File: config.mk
export PLATFORM = sky130hd
export DESIGN_NAME = rs_reconv_stack
export DESIGN_NICKNAME = d
export VERILOG_FILES = /design/src/rtl/rs_pkg.sv /design/src/rtl/rs_split.sv /design/src/rtl/rs_stack_mem.sv /design/src/rtl/rs_reconv_stack.sv
export SDC_FILE = /design/constraint.sdc
export NUM_CORES = 2
export LEC_CHECK = 0
export ABC_AREA = 1
export BUFFER_PORTS_ARGS = -buffer_cell sky130_fd_sc_hd__buf_4
export CORE_ASPECT_RATIO = 1.5
export CORE_MARGIN = 4
export CORE_UTILIZATION = 40
export DETAILED_ROUTE_END_ITERATION = 6
export PLACE_DENSITY_LB_ADDON = 0.05
export SLEW_MARGIN = 25
export SYNTH_ARGS = -nofsm -noshare
export SYNTH_HDL_FRONTEND = slang
export SYNTH_SLANG_ARGS = --single-unit
File: constraint.sdc
create_clock -name clk -period 8.3 [get_ports clk]
set_input_delay 0.415 -clock clk [delete_from_list [all_inputs] [get_ports clk]]
set_output_delay 0.415 -clock clk [all_outputs]
set_load 0.02 [all_outputs]
File: src/rtl/rs_pkg.sv
package rs_pkg;
  // Operation applied to the stack storage in a cycle
  typedef enum logic [1:0] {
    OP_IDLE    = 2'd0,
    OP_ADVANCE = 2'd1,
    OP_SPLIT   = 2'd2,
    OP_POP     = 2'd3
  } stk_op_e;
endpackage

File: src/rtl/rs_split.sv
module rs_split #(
  parameter int LANES = 8
) (
  input  logic [LANES-1:0] act_mask,
  input  logic [LANES-1:0] taken,
  output logic [LANES-1:0] tk_mask,
  output logic [LANES-1:0] nt_mask,
  output logic             divergent,
  output logic             all_taken
);
  // Lanes outside the active set are discarded before any decision
  always_comb begin
    tk_mask   = act_mask & taken;
    nt_mask   = act_mask & ~taken;
    divergent = (tk_mask != '0) && (nt_mask != '0);
    all_taken = (nt_mask == '0);
  end
endmodule

File: src/rtl/rs_stack_mem.sv
module rs_stack_mem
  import rs_pkg::*;
#(
  parameter int          LANES    = 8,
  parameter int          PC_W     = 32,
  parameter int          DEPTH    = 8,
  parameter int          SP_W     = 4,
  parameter logic [31:0] START_PC = 32'h0
) (
  input  logic             clk,
  input  logic             rst_n,
  input  stk_op_e          op,
  input  logic [PC_W-1:0]  wr_next,
  input  logic [PC_W-1:0]  sp_join,
  input  logic [PC_W-1:0]  nt_next,
  input  logic [LANES-1:0] nt_mask,
  input  logic [PC_W-1:0]  tk_next,
  input  logic [LANES-1:0] tk_mask,
  output logic [SP_W-1:0]  count,
  output logic [PC_W-1:0]  top_join,
  output logic [PC_W-1:0]  top_next,
  output logic [LANES-1:0] top_mask
);
  logic [SP_W-1:0]  cnt_q;
  logic [SP_W-1:0]  top_ix;
  logic [PC_W-1:0]  join_a [DEPTH];
  logic [PC_W-1:0]  next_a [DEPTH];
  logic [LANES-1:0] mask_a [DEPTH];

  assign top_ix = cnt_q - 1'b1;
  assign count  = cnt_q;

  for (genvar i = 0; i < DEPTH; i++) begin : g_slot
    localparam logic [SP_W-1:0] IDX = SP_W'(i);
    logic [PC_W-1:0]  join_r;
    logic [PC_W-1:0]  next_r;
    logic [LANES-1:0] mask_r;

    always_ff @(posedge clk or negedge rst_n) begin
      if (!rst_n) begin
        join_r <= '0;
        next_r <= (i == 0) ? PC_W'(START_PC) : '0;
        mask_r <= (i == 0) ? '1 : '0;
      end else begin
        case (op)
          OP_ADVANCE: if (IDX == top_ix) next_r <= wr_next;
          OP_SPLIT: begin
            if (IDX == top_ix) begin
              next_r <= sp_join;
            end else if (IDX == top_ix + SP_W'(1)) begin
              join_r <= sp_join;
              next_r <= nt_next;
              mask_r <= nt_mask;
            end else if (IDX == top_ix + SP_W'(2)) begin
              join_r <= sp_join;
              next_r <= tk_next;
              mask_r <= tk_mask;
            end
          end
          default: ;
        endcase
      end
    end

    assign join_a[i] = join_r;
    assign next_a[i] = next_r;
    assign mask_a[i] = mask_r;
  end

  always_ff @(posedge clk or negedge rst_n) begin
    if (!rst_n)               cnt_q <= SP_W'(1);
    else if (op == OP_SPLIT)  cnt_q <= cnt_q + SP_W'(2);
    else if (op == OP_POP)    cnt_q <= cnt_q - SP_W'(1);
  end

  always_comb begin
    top_join = '0;
    top_next = '0;
    top_mask = '0;
    for (int i = 0; i < DEPTH; i++) begin
      if (SP_W'(i) == top_ix) begin
        top_join = join_a[i];
        top_next = next_a[i];
        top_mask = mask_a[i];
      end
    end
  end
endmodule

File: src/rtl/rs_reconv_stack.sv
module rs_reconv_stack
  import rs_pkg::*;
#(
  parameter int          LANES    = 8,
  parameter int          PC_W     = 32,
  parameter int          DEPTH    = 8,
  parameter logic [31:0] START_PC = 32'h0
) (
  input  logic             clk,
  input  logic             rst_n,
  input  logic             step_valid,
  output logic             step_ready,
  input  logic             step_is_branch,
  input  logic [PC_W-1:0]  step_next_pc,
  input  logic [PC_W-1:0]  step_target_pc,
  input  logic [PC_W-1:0]  step_reconv_pc,
  input  logic [LANES-1:0] step_taken,
  output logic             iss_valid,
  output logic [PC_W-1:0]  iss_pc,
  output logic [LANES-1:0] iss_mask,
  output logic             ovf_err
);
  localparam int              SP_W        = $clog2(DEPTH + 1);
  localparam logic [SP_W-1:0] SPLIT_LIMIT = SP_W'(DEPTH - 2);

  stk_op_e          op;
  logic [SP_W-1:0]  depth_w;
  logic [PC_W-1:0]  top_join, top_next, wr_next;
  logic [LANES-1:0] top_mask, tk_m, nt_m;
  logic             div_w, all_tk, room_w, pop_pend, acc, ovf_q;

  rs_split #(.LANES(LANES)) u_split (
    .act_mask (top_mask),
    .taken    (step_taken),
    .tk_mask  (tk_m),
    .nt_mask  (nt_m),
    .divergent(div_w),
    .all_taken(all_tk)
  );

  rs_stack_mem #(
    .LANES(LANES), .PC_W(PC_W), .DEPTH(DEPTH), .SP_W(SP_W), .START_PC(START_PC)
  ) u_mem (
    .clk     (clk),
    .rst_n   (rst_n),
    .op      (op),
    .wr_next (wr_next),
    .sp_join (step_reconv_pc),
    .nt_next (step_next_pc),
    .nt_mask (nt_m),
    .tk_next (step_target_pc),
    .tk_mask (tk_m),
    .count   (depth_w),
    .top_join(top_join),
    .top_next(top_next),
    .top_mask(top_mask)
  );

  assign pop_pend   = (depth_w != SP_W'(1)) && (top_next == top_join);
  assign step_ready = !pop_pend;
  assign iss_valid  = !pop_pend;
  assign iss_pc     = top_next;
  assign iss_mask   = top_mask;
  assign acc        = step_valid && step_ready;
  assign room_w     = depth_w <= SPLIT_LIMIT;
  assign ovf_err    = ovf_q;

  always_comb begin
    wr_next = step_next_pc;
    if (step_is_branch && all_tk) wr_next = step_target_pc;
    if (pop_pend)                             op = OP_POP;
    else if (!acc)                            op = OP_IDLE;
    else if (step_is_branch && div_w)         op = room_w ? OP_SPLIT : OP_IDLE;
    else                                      op = OP_ADVANCE;
  end

  always_ff @(posedge clk or negedge rst_n) begin
    if (!rst_n) ovf_q <= 1'b0;
    else        ovf_q <= acc && step_is_branch && div_w && !room_w;
  end
endmodule

## Word-level counts from Yosys, hierarchy flattened

Cells that the tools add are included.

- Add/subtract/negate cells: 4
- $lt $le $gt $ge: 1
- Eq/ne operators: 42
- Mux-type cells: 103
- Bitwise gates (word level): 11
- Reductions and logical operators: 42

Operator list:

| kind | count |
|---|---|
| 2-to-1 mux 32 bit | 65 |
| case mux 32 bit (2 select lines) | 8 |
| 2-to-1 mux 8 bit | 24 |
| == test 3 x 4 -> 1 bit, first input constant | 12 |
| AND reduction 3 bit | 16 |
| == test 32 bit | 1 |
| == test 2 x 4 -> 1 bit, first input constant | 6 |
| != test 4 x 2 -> 1 bit, second input constant | 5 |
| nonzero test 2 bit | 10 |
| bitwise AND 8 bit | 2 |
| != test 2 x 1 -> 1 bit, second input constant | 8 |
| != test 4 x 1 -> 1 bit, second input constant | 4 |
| nonzero test 8 bit | 2 |
| == test 1 x 4 -> 1 bit, first input constant | 3 |
| logical NOT 4 bit | 3 |
| adder 4 x 2 -> 4 bit, second input constant | 2 |
| logical AND 1 bit | 8 |
| logical NOT 8 bit | 1 |
| 2-to-1 mux 2 bit | 4 |
| 2-to-1 mux 4 bit | 2 |
| inverter 1 bit | 8 |
| inverter 8 bit | 1 |
| adder 4 x 1 -> 4 bit, second input constant | 1 |
| == test 2 bit, second input constant | 2 |
| other kinds (4) | 5 |

- Register bits: 581
- Input bits: 108
- Output and inout port bits: 43
- Logic and storage cells: 229

## Logic depth before layout (Yosys ltp)

- Word-level depth: 20
- Depth in mapped cells: 40
- Gate-level depth less buffers: 34

## Hierarchy

Synthesis repeated with hierarchy kept, for this count alone.

- Cells, all modules: 6148
- Area total of the unflattened synthesis: 38371.8 sq um

Modules (own cells, without submodules):

| module | instances | cells each | area an instance (sq um) | sequential area each (sq um) |
|---|---|---|---|---|
| rs_stack_mem | 1 | 5861 | 36876.6 | 14525.2 |
| rs_reconv_stack | 1 | 230 | 1273.7 | 25.0 |
| rs_split | 1 | 57 | 221.5 | 0.0 |

## Worst setup path after synthesis

Ideal clock, no wire load.

- Path kind: register to register
- From: register u_mem.cnt_q[0], in the netlist u_mem.count[0]
- To: register u_mem.g_slot[4].next_r[10]
- Library setup time: 77 ps
- Arrival time: 5301 ps
- Data required time: 8223 ps
- Setup slack: 2921 ps
- Cell stages (with the launch flop): 31
- Buffers on the path: 5
- Period minus slack after synthesis: 5379 ps
- Path through: dfstp_2 -> inv_1 -> ha_1 -> xor2_2 -> nor2_2 -> nand2_1 -> buf_2 -> inv_1 -> buf_2 -> buf_2 -> nand2_1 -> nand3_1 -> nand2_1 -> a21oi_1 -> nand2_1 -> nand2_1 -> nand3_1 -> nor2_1 -> nand2_1 -> nor2_1 -> nand3_1 -> nand2_1 -> ha_1 -> clkbuf_1 -> inv_1 -> nor2_1 -> clkinv_1 -> o221ai_1 -> clkbuf_1 -> a221oi_1 -> a21oi_1

- Elaborated cells between the ends (all ways): 66
- Those cells by class: add/sub: 3; order compare: 1; eq/ne: 15; mux: 33; bitwise: 2; reduce/logical: 12

RTL lines:

| element | line | text |
|---|---|---|
| start, declared | rs_stack_mem.sv:24 | `logic [SP_W-1:0] cnt_q;` |
| start signal, assigned | rs_stack_mem.sv:72 | `else if (op == OP_SPLIT) cnt_q <= cnt_q + SP_W'(2);` |
| start signal, assigned | rs_stack_mem.sv:73 | `else if (op == OP_POP) cnt_q <= cnt_q - SP_W'(1);` |
| subtractor 4 x 1 -> 4 bit * | rs_stack_mem.sv:30 | `assign top_ix = cnt_q - 1'b1;` |
| logical NOT 4 bit | rs_stack_mem.sv:81 | `if (SP_W'(i) == top_ix) begin` |
| 2-to-1 mux 32 bit (7 in a row) | rs_stack_mem.sv:81 |  |
| 2-to-1 mux 32 bit * | rs_stack_mem.sv:81 |  |
| via iss_pc[8] | rs_reconv_stack.sv:19 | `output logic [PC_W-1:0] iss_pc,` |
| == test 32 bit * | rs_reconv_stack.sv:59 | `assign pop_pend = (depth_w != SP_W'(1)) && (top_next == top_join);` |
| logical AND 1 bit * | rs_reconv_stack.sv:59 |  |
| logical NOT 1 bit * | - |  |
| via iss_valid | rs_reconv_stack.sv:18 | `output logic iss_valid,` |
| logical AND 1 bit * | rs_reconv_stack.sv:64 | `assign acc = step_valid && step_ready;` |
| 2-to-1 mux 2 bit * | rs_reconv_stack.sv:72 | `else if (!acc) op = OP_IDLE;` |
| 2-to-1 mux 2 bit * | rs_reconv_stack.sv:71 | `if (pop_pend) op = OP_POP;` |
| == test 2 bit or == test 2 x 1 -> 1 bit (tied branches) | rs_stack_mem.sv:45 | `case (op)` |
| != test 4 x 2 -> 1 bit (no line), or another cell as far along | - |  |
| AND reduction 3 bit (no line) | - |  |
| end signal, assigned | rs_stack_mem.sv:46 | `OP_ADVANCE: if (IDX == top_ix) next_r <= wr_next;` |
| end signal, assigned | rs_stack_mem.sv:49 | `next_r <= sp_join;` |
| end signal, assigned | rs_stack_mem.sv:52 | `next_r <= nt_next;` |
| end, declared | rs_stack_mem.sv:36 | `logic [PC_W-1:0] next_r;` |

Mark *: on every way through the listed nets, which the timed path passes. The rest lies on a longest branch. The select of a mux whose other input is x is not followed.
A chain may end at the register's enable or synchronous reset.

## Worst setup path in the final report

- From: register u_mem.cnt_q[1], in the netlist u_mem.count[1]
- To: register u_mem.g_slot[4].next_r[3]

- Cells in the longest elaborated chain, start to end: 20
- Elaborated cells between the ends (all ways): 66
- Those cells by class: add/sub: 3; order compare: 1; eq/ne: 15; mux: 33; bitwise: 2; reduce/logical: 12

RTL lines:

| element | line | text |
|---|---|---|
| subtractor 4 x 1 -> 4 bit | rs_stack_mem.sv:30 |  |
| logical NOT 4 bit | rs_stack_mem.sv:81 |  |
| 2-to-1 mux 8 bit (8 in a row) | rs_stack_mem.sv:81 |  |
| bitwise AND 8 bit, on equally long branches | rs_split.sv:13, rs_split.sv:14 |  |
| nonzero test 8 bit | rs_split.sv:15 | `divergent = (tk_mask != '0) && (nt_mask != '0);` |
| logical AND 1 bit | rs_split.sv:15 |  |
| logical AND 1 bit | rs_reconv_stack.sv:73 | `else if (step_is_branch && div_w) op = room_w ? OP_SPLIT : OP_IDLE;` |
| 2-to-1 mux 2 bit | rs_reconv_stack.sv:73 |  |
| 2-to-1 mux 2 bit | rs_reconv_stack.sv:72 |  |
| 2-to-1 mux 2 bit | rs_reconv_stack.sv:71 |  |
| == test 2 bit or == test 2 x 1 -> 1 bit (tied branches) | rs_stack_mem.sv:45 |  |
| != test 4 x 2 -> 1 bit (no line), or another cell as far along | - |  |
| AND reduction 3 bit (no line) | - |  |

Parallel ways exist; a longest one is shown, timed or not. The select of a mux whose other input is x is not followed.

==> metrics.md <==
| Metric | Value |
|---|---|
| Status | finished, final reports clean |
| Initial Util | 40.4% |
| DR pass1 iterations | 6 |
| Crit share post-route | 91.3% |
| Fin. Hold Viols | 0 |
| Compound-Gate Fraction of Synth Area | 22.1% |
| Clock Skews | 0.0238 ns |
| RR Startpoint | u_mem.count[1] |
| Seq/Total Area, Yosys | 38.1% |
| Via count | 40800 |
| Avg WL per Cell | 25.2 um |
| Fillcell total | 10200 |
| Worst Max-Slew Pin Slew | 1.13 ns |
| Placed Instance Area | 41000 um2 |
| Final net count | 5921 |
| CTS root buf | clkbuf_16 |
| Worst setup path start | u_mem.count[1] |
| Number of synthesized register bits | 581 |
| Setup violations, final | 0 |
| Flop-to-flop setup slack | 0.72 ns |
| Hold_sp | step_taken[1] |
| Largest net degree at the start of global routing | 171 |
| Share of cells above drive strength 1 | 8.76% |
| R2r endpoint | u_mem.g_slot[4].next_r[3] |
| Critical path type | flop to flop |
| Die X | 260 um |
| Slew Limit Headroom | 24.0% |
| CTS tree | yes |
| Initial antenna violation count | 3 |
| Residual DRC | 0 |
| Final Non-Filler Cells | 7118 |
| Remaining antenna violation count after routing | 0 |
| Area of the multi-input gates | 18300 um2 |
| First-pass GRT wire length | 262 mm |
| IO buf count | 150 |
| Max Cap Viol | 0 |
| Fin Setup TNS | 0 ns |
| Largest family of logic cells by synthesized area | simple AND/OR/NAND/NOR gates |
| Syn Std Cell Area | 38200 um2 |
| CP Capture Type | flop |
| Clock-pin transition on the worst setup and hold timing paths | 0.07 ns |
| Register Area | 14600 um2 |
| Final Cell Area | 43400 um2 |
| CTS Buf Count | 68 |
| Hold path depth | 4 |
| Clk buf depth | 3 |
| Clock Sinks | 581 |
| Rows | 138 |
| Worst-path fanout max | 38 |
| H-tree depth | 3 |
| Dpl cells | 6986 |
| Height of the die | 387 um |
| Cells on worst reg2reg path | 25 |
| Worst-Skew Late Latency | 0.66 ns |
| DR iter-0 viols | 4780 |
| Startpoint Class | flop |
| Peak Freq | 132 MHz |
| Vias/cell | 5.73 |
| Mux contribution to synthesized area | 0% |
| Yosys warnings | 0 |
| Placed wire-length estimate | 111 mm |
| Final Core Density | 45.9% |
| Unrepaired setup endpoints after global routing | no |
| Crit path time final | 7.58 ns |
| DIE AREA | 101000 um2 |
| Worst EP required | 8.83 ns |
| Syn Area/Cell | 6.57 um2 |
| Area grow syn2layout | 13.5% |
| Share of synthesized cell area in and, or, nand and nor gates | 24.7% |
| Arr. time, crit path | 8.11 ns |
| CP endpoint | u_mem.g_slot[4].next_r[3] |
| Number of global-route vias before repair | 38600 |
| Post-Route WL | 179 mm |
| GR Overflow Total | 0 |
| Gate Count Post-Synth | 5818 |
| Cell variety after synth | 41 |
| RD Place Congestion | 1.04 |
| Core Area | 94600 um2 |
| Hold/Removal Path Class | primary input to flop |
| Pins Over Slew Limit | 0 |
| Synth Area in Adders | 0.425% |
| Syn Nets | 5939 |
| Io pins | 151 |
| Xor/xnor share of the synthesized area | 0.111% |
| Tot GR Track Use | 34.7% |
synth_stat cells (all sizes together):
cell type  count  area share [%]
nand4        110             1.8
buf           79             1.0
o22a          22            0.50
a21boi         4           0.079
xnor2          1           0.023
o22ai          2           0.033
clkbuf       302             3.0
xor2           3           0.088
dfstp          9            0.62
dfrtp        572              37
a221oi       160             3.7
nand3b         5           0.098
inv         1081              11
and3           1           0.016
a31oi         11            0.18
clkinv         5           0.049
nand3        250             3.9
nand2       1704              17
ha            13            0.43
o221ai         5            0.15
o21ai        578             7.6
a22oi          1           0.020
or2            4           0.065
o211ai        97             1.9
nor2         193             2.0
a22o           8            0.18
and2           1           0.016
a21oi        595             7.8
nor3           2           0.026
stage by stage:
step | setup WS [ns] | hold WS [ns]
5_1_grt | 0.676 | 0.154
2_1_floorplan | 2.92 | 0.119
3_5_place_dp | 1.03 | 0.462
3_3_place_gp | 1.08 | 0.459
6_report | 0.720 | 0.124
4_1_cts | 1.02 | 0.0856
worst min path at each step:
stage | end | slack (ns)
3_3_place_gp | u_mem.g_slot[2].join_r[7] | 0.46
4_1_cts | u_mem.g_slot[6].mask_r[1] | 0.09
2_1_floorplan | ovf_err | 0.12
3_5_place_dp | u_mem.g_slot[5].mask_r[3] | 0.46
6_report | u_mem.g_slot[6].mask_r[1] | 0.12
5_1_grt | u_mem.g_slot[7].mask_r[1] | 0.15
kinds of logic after synthesis:
| logic type | after synthesis |
|---|---|
| AOI/OAI and AO/OA | 1483 |
| xor gates and xnor gates | 4 |
| adders and majority gates | 13 |
| buffers and inverters | 1467 |
| DFF | 581 |
| and+or+nand+nor | 2270 |
placed cells by master (no fill, tap or decap), types with 26 or more instances in the layout:
cell and n:
nor2_1 177, inv_1 1069, clkbuf_16 71, o211ai_1 97, o21ai_0 575, buf_4 266, nand2_1 1679, a21oi_1 595
nand4_1 110, nand3_2 26, a221oi_1 160, dfrtp_1 572, nand3_1 213
area by class of cell:
type | instances | area share, %
multi-input cells | 3770 | 42.3
flip-flops and latches | 581 | 33.5
inverters | 1086 | 9.43
repair buffers | 293 | 5.86
clock buffers | 107 | 4.82
well taps | 1260 | 3.63
clock inverters | 18 | 0.450
diodes | 3 | 0.0173
flip-flops by register name, summed over array words and instances, names as in the netlist:
register / count
u_mem.count: 4
u_mem.g_slot.next_r: 256
ovf_err: 1
u_mem.g_slot.join_r: 256
u_mem.g_slot.mask_r: 64
worst max-delay path: stages, from the launching register on:
cell	delay, ns
dfrtp_1	0.50
inv_1	0.20
ha_1	0.45
xor2_2	0.41
nand3_4	0.60
buf_12	0.41
o21ai_0	0.09
inv_1	0.06
nand2_1	0.06
nand2_1	0.07
nand2_1	0.06
o21ai_0	0.39
nand2_1	0.32
nand2_1	0.27
nor3_1	0.76
nand3_1	0.14
nor2_1	0.36
nor2_1	0.13
ha_4	0.25
inv_2	0.42
nor2_1	0.17
clkinv_1	0.12
buf_4	0.61
a21oi_1	0.09
a221oi_1	0.33
a21oi_1	0.11
metal layers:
metal	track usage (%)	vias up	wire length [um]
met5	0	-	13
met1	46.3	19700	72200
met4	17.2	2	10500
met2	54.9	2105	81000
met3	5.16	499	15700
li1	-	18500	-
repair_timing:
| item | in CTS | in global routing |
|---|---|---|
| hold endpoints to repair | 92 | 0 |
| hold buffers | 1 | 0 |
| setup buffers | 0 | 0 |
| gates resized for setup | 0 | 0 |
Power is left out: the tool's default activity adds up to more than one toggle a clock period on the data nets, which glitch-free logic cannot reach.
